**config.mk**
```make
export PLATFORM = sky130hd
export DESIGN_NAME = sd_cmd_issuer
export DESIGN_NICKNAME = d
export VERILOG_FILES = /design/src/rtl/sd_cmd_issuer.sv
export SDC_FILE = /design/constraint.sdc
export NUM_CORES = 1
export LEC_CHECK = 0
export ABC_AREA = 1
export BUFFER_PORTS_ARGS = -buffer_cell sky130_fd_sc_hd__buf_2
export CORE_UTILIZATION = 34
export DETAILED_ROUTE_END_ITERATION = 16
export MAX_ROUTING_LAYER = met4
export PLACE_DENSITY = 0.57
export SYNTH_ARGS = -nofsm -noshare
export SYNTH_HDL_FRONTEND = slang
export SYNTH_SLANG_ARGS = --single-unit
```
**constraint.sdc**
```tcl
create_clock -name clk -period 3.95 [get_ports clk]
set_input_delay 0.395 -clock clk [delete_from_list [all_inputs] [get_ports clk]]
set_output_delay 0.395 -clock clk [all_outputs]
set_load 0.02 [all_outputs]
```
**src/rtl/sd_cmd_issuer.sv**
```systemverilog
module sd_cmd_issuer #(
  parameter int          POLL_LIMIT  = 5000,
  parameter logic [7:0]  CRC_DEFAULT = 8'h95,
  parameter logic [7:0]  FILL_BYTE   = 8'hFF
) (
  input  logic        clk,
  input  logic        rst_n,
  input  logic        cmd_req,
  input  logic [5:0]  cmd_idx,
  input  logic [31:0] cmd_arg,
  input  logic        crc_sel,
  input  logic [7:0]  crc_val,
  input  logic        hold_sel,
  input  logic        hold_end,
  output logic        busy,
  output logic        done,
  output logic [7:0]  resp,
  output logic        timed_out,
  output logic        cs_n,
  output logic        xfer_req,
  output logic [7:0]  xfer_tx,
  input  logic        xfer_ack,
  input  logic [7:0]  xfer_rx
);
  localparam int CW = $clog2(POLL_LIMIT + 1);

  typedef enum logic [2:0] {S_IDLE, S_PREP, S_SEND, S_POLL, S_TAIL, S_HELD} st_t;

  st_t         st;
  logic [2:0]  bidx;
  logic [CW-1:0] pcnt;
  logic [5:0]  idx_q;
  logic [31:0] arg_q;
  logic [7:0]  crc_q;
  logic        hold_q;
  logic        accept;

  assign accept   = cmd_req && (st == S_IDLE || st == S_HELD);
  assign busy     = !(st == S_IDLE || st == S_HELD);
  assign xfer_req = (st == S_SEND) || (st == S_POLL) || (st == S_TAIL);
  assign cs_n     = !(st == S_PREP || st == S_SEND || st == S_POLL || st == S_HELD);

  always_comb begin
    xfer_tx = FILL_BYTE;
    if (st == S_SEND) begin
      case (bidx)
        3'd0:    xfer_tx = {2'b01, idx_q};
        3'd1:    xfer_tx = arg_q[31:24];
        3'd2:    xfer_tx = arg_q[23:16];
        3'd3:    xfer_tx = arg_q[15:8];
        3'd4:    xfer_tx = arg_q[7:0];
        default: xfer_tx = crc_q;
      endcase
    end
  end

  always_ff @(posedge clk or negedge rst_n) begin
    if (!rst_n) begin
      st        <= S_IDLE;
      bidx      <= '0;
      pcnt      <= '0;
      idx_q     <= '0;
      arg_q     <= '0;
      crc_q     <= CRC_DEFAULT;
      hold_q    <= 1'b0;
      resp      <= FILL_BYTE;
      timed_out <= 1'b0;
      done      <= 1'b0;
    end else begin
      done <= 1'b0;
      case (st)
        S_IDLE, S_HELD: begin
          if (accept) begin
            idx_q     <= cmd_idx;
            arg_q     <= cmd_arg;
            crc_q     <= crc_sel ? crc_val : CRC_DEFAULT;
            hold_q    <= hold_sel;
            timed_out <= 1'b0;
            st        <= S_PREP;
          end else if (st == S_HELD && hold_end) begin
            st <= S_TAIL;
          end
        end
        S_PREP: begin
          bidx <= '0;
          st   <= S_SEND;
        end
        S_SEND: if (xfer_ack) begin
          if (bidx == 3'd5) begin
            pcnt <= '0;
            st   <= S_POLL;
          end else begin
            bidx <= bidx + 3'd1;
          end
        end
        S_POLL: if (xfer_ack) begin
          resp <= xfer_rx;
          if (!xfer_rx[7]) begin
            if (hold_q) begin
              st   <= S_HELD;
              done <= 1'b1;
            end else begin
              st <= S_TAIL;
            end
          end else if (pcnt == CW'(POLL_LIMIT - 1)) begin
            timed_out <= 1'b1;
            st        <= S_TAIL;
          end else begin
            pcnt <= pcnt + 1'b1;
          end
        end
        S_TAIL: if (xfer_ack) begin
          st   <= S_IDLE;
          done <= 1'b1;
        end
        default: st <= S_IDLE;
      endcase
    end
  end
endmodule


```
==> reports/metrics.cfg <==
[timing]
tns_ps = 0
rsz0062_at_grt = false
maxSlewHeadroom_pct = 36.3
fin_crit_ps = 2780
worstMarginPinSlew_ps = 953
hold_viol = 0
setup_viol = 0
fin_crit_sh_pct = 70.3
holdWs_ps = 213
final_max_slew_viol_count = 0
fin_worst_skew_ps = 6.89
max_freq_mhz = 360

[route]
drc = 0
ant_nets = 0
wl_um = 9850
drt_iter0_drc = 145
drt_first_pass_iters = 5
wl_per_cell_um = 13.1
vias = 3609
viasPerCell = 4.81

[synth]
synthArstFlopShare_pct = 100
synth-main-ff-cell = dfrtp_1
netlist_instances = 528
syn_area_um2 = 3950
synth_area_per_cell_um2 = 7.48
syn-num-nets = 595
ys_ff_latch = 76
synth_most_common_cell = nand2_1
yosys.area.top_type = dfrtp_1
synth_common_cells = 211 x nand2_1, 64 x dfrtp_1, 56 x inv_1
ys_seq_area_share_pct = 48.5
ys_warn_count = 0
yosysTopAreaCellShare_pct = 40.6
synth_cell_types = 30
synth.top_cells.by_area = dfrtp_1 41%, nand2_1 20%, dfstp_2 8.0%, inv_1 5.3%, nand3_1 4.2%
synth_edf_count = 0

[setup_path]
slowest_stage = nor4_2
crit_arrival_ps = 2380
worstPathCellList = ha_1 > ha_1 > nor4_2 > nand2_1 > nand3_1 > buf_2
crit_type = register to output pin
worst_setup_path_start_kind = register
end_kind = output pin
crit_top_cell = ha_1
cp_max_fo = 8
worstPathRequired_ps = 3560
cpPeakStageDelay_ps = 730

[cts]
htree_levels = 3
clockBufferDepth = 2
cts-resized-gates = 0
cts_setup_buffers = 0
cts_root_buffer = clkbuf_16
ctsHoldBuffers = 0
cts_tree = built
clk_latency_ps = 330
clk_transition_reported_paths_ps = 60
cts_sinks = 76
cts_buffers = 9

[die]
die_w_um = 110
core-area_um2 = 11100
die-height_um = 110
start_util_pct = 35.6
rows = 38
die_area_um2 = 12000
io_pins = 82

[power]
leakage_nw = 2.39
ir_worst_vdd_mv = 0.300
powerDensity_nw_per_um2 = 717
total_power_mw = 3.42

[placed_design]
io_buffers = 81
post_dp_cell_area_um2 = 4450
gp_congestion = 0.863
dp_hpwl_um = 7170

[cells_and_area]
drive_gt1_share_pct = 20.3
design_area_um2 = 4770
area_growth_pct = 20.9
utilization_pct = 43.1
nets = 674
diodes = 0

[global_route]
antenna_found_initial = 0
overflow = 0
grt_first_pass_wirelength_um = 16500
grt_pass1_vias = 3410
grt_use_total_pct = 18.3
grt_max_degree = 77

[hold_path]
hold_class = input pin to asynchronous set/reset pin

[job]
cap_violations = 0

[status]
status = finished clean

==> worst max-delay path: cells and delay by family, from the launching register on <==
kind,cells,cell delay (ps)
fa+ha+maj,2,500
buf+inv,1,160
simple gates,3,980
flops,1,420
==> cells in the final DEF, fill, tap and decap left out <==
cell type	netlist	routed
clkinv_4	0	1
o221ai_1	2	2
clkbuf_16	0	9
a21oi_1	5	5
dfrtp_1	64	64
nand4_1	8	8
bufinv_16	0	2
buf_2	8	80
buf_4	3	2
inv_1	56	56
nand2_1	211	211
inv_2	4	4
clkbuf_8	0	1
nand3_2	1	1
nor2_1	37	37
nor3_1	2	2
clkinvlp_4	0	1
nand2_4	1	1
nand2_2	5	5
nand3b_1	1	1
inv_6	0	1
nand3_1	33	33
dfstp_2	12	12
o21ai_2	1	1
a221oi_1	1	1
nor2_8	1	1
nor3b_1	3	3
nor2_2	1	1
o21ai_1	20	20
nor4_2	1	1
ha_1	6	6
a211oi_1	2	2
o22ai_1	8	8
o21ai_0	28	28
==> sequential cells by signal, summed over array words and instances (netlist names) <==
signal and count:
arg_q 32, pcnt 13, crc_q 8, resp 8, idx_q 6, bidx 3, st 3, done 1
hold_q 1, timed_out 1
==> per-layer routing <==
metal  wire length (um)  global-route usage (%)
met5                  0                       -
met4                132                    6.76
met3                400                    2.02
met2               4450                    27.4
met1               4860                    25.6
==> cell families (layout without fill, tap and decap cells) <==
family / Yosys count / count (layout) / synth area share [%]
compound gates: 67 / 67 / 9.25
flops: 76 / 76 / 48.5
buf+inv: 74 / 157 / 7.95
simple gates: 305 / 305 / 32.4
fa+ha+maj: 6 / 6 / 1.90
==> final cells by class <==
| type | count | area (um2) |
|---|---|---|
| Inverter | 60 | 225 |
| Fill cell | 1136 | 6300 |
| Multi-Input combinational cell | 378 | 1720 |
| Timing Repair Buffer | 82 | 415 |
| Clock inverter | 5 | 85.1 |
| Sequential cell | 76 | 1920 |
| Clock buffer | 10 | 239 |
| Tap cell | 140 | 175 |
==> power breakdown <==
part / switching (mW) / leakage, nW / total (mW) / internal (mW)
sequential: 0.164 / 0.945 / 1.30 / 1.13
combinational: 0.843 / 1.29 / 1.23 / 0.390
clock: 0.324 / 0.155 / 0.895 / 0.570
==> final timing paths <==
kind | start | to | slack, ps | cells after the start
worst min register to register | resp[0] | resp[0] | 470 | 2
min in group clk | xfer_rx[5] | resp[5] | 260 | 3
worst max register to register | st[2] | arg_q[17] | 1610 | 6
worst min-delay path | rst_n | arg_q[25] | 210 | 1
worst max-delay path | bidx[0] | xfer_tx[0] | 1170 | 6
max in group asynchronous | rst_n | bidx[1] | 3120 | 1
==> stage by stage <==
step                      cells  setup WS, ps
after CTS                   751          1170
final                       751          1170
after floorplan             528          1910
after detailed placement    736          1530
after global routing        751          1000
after global placement      736          1590
No activity file was read; power rests on OpenSTA's default activity.
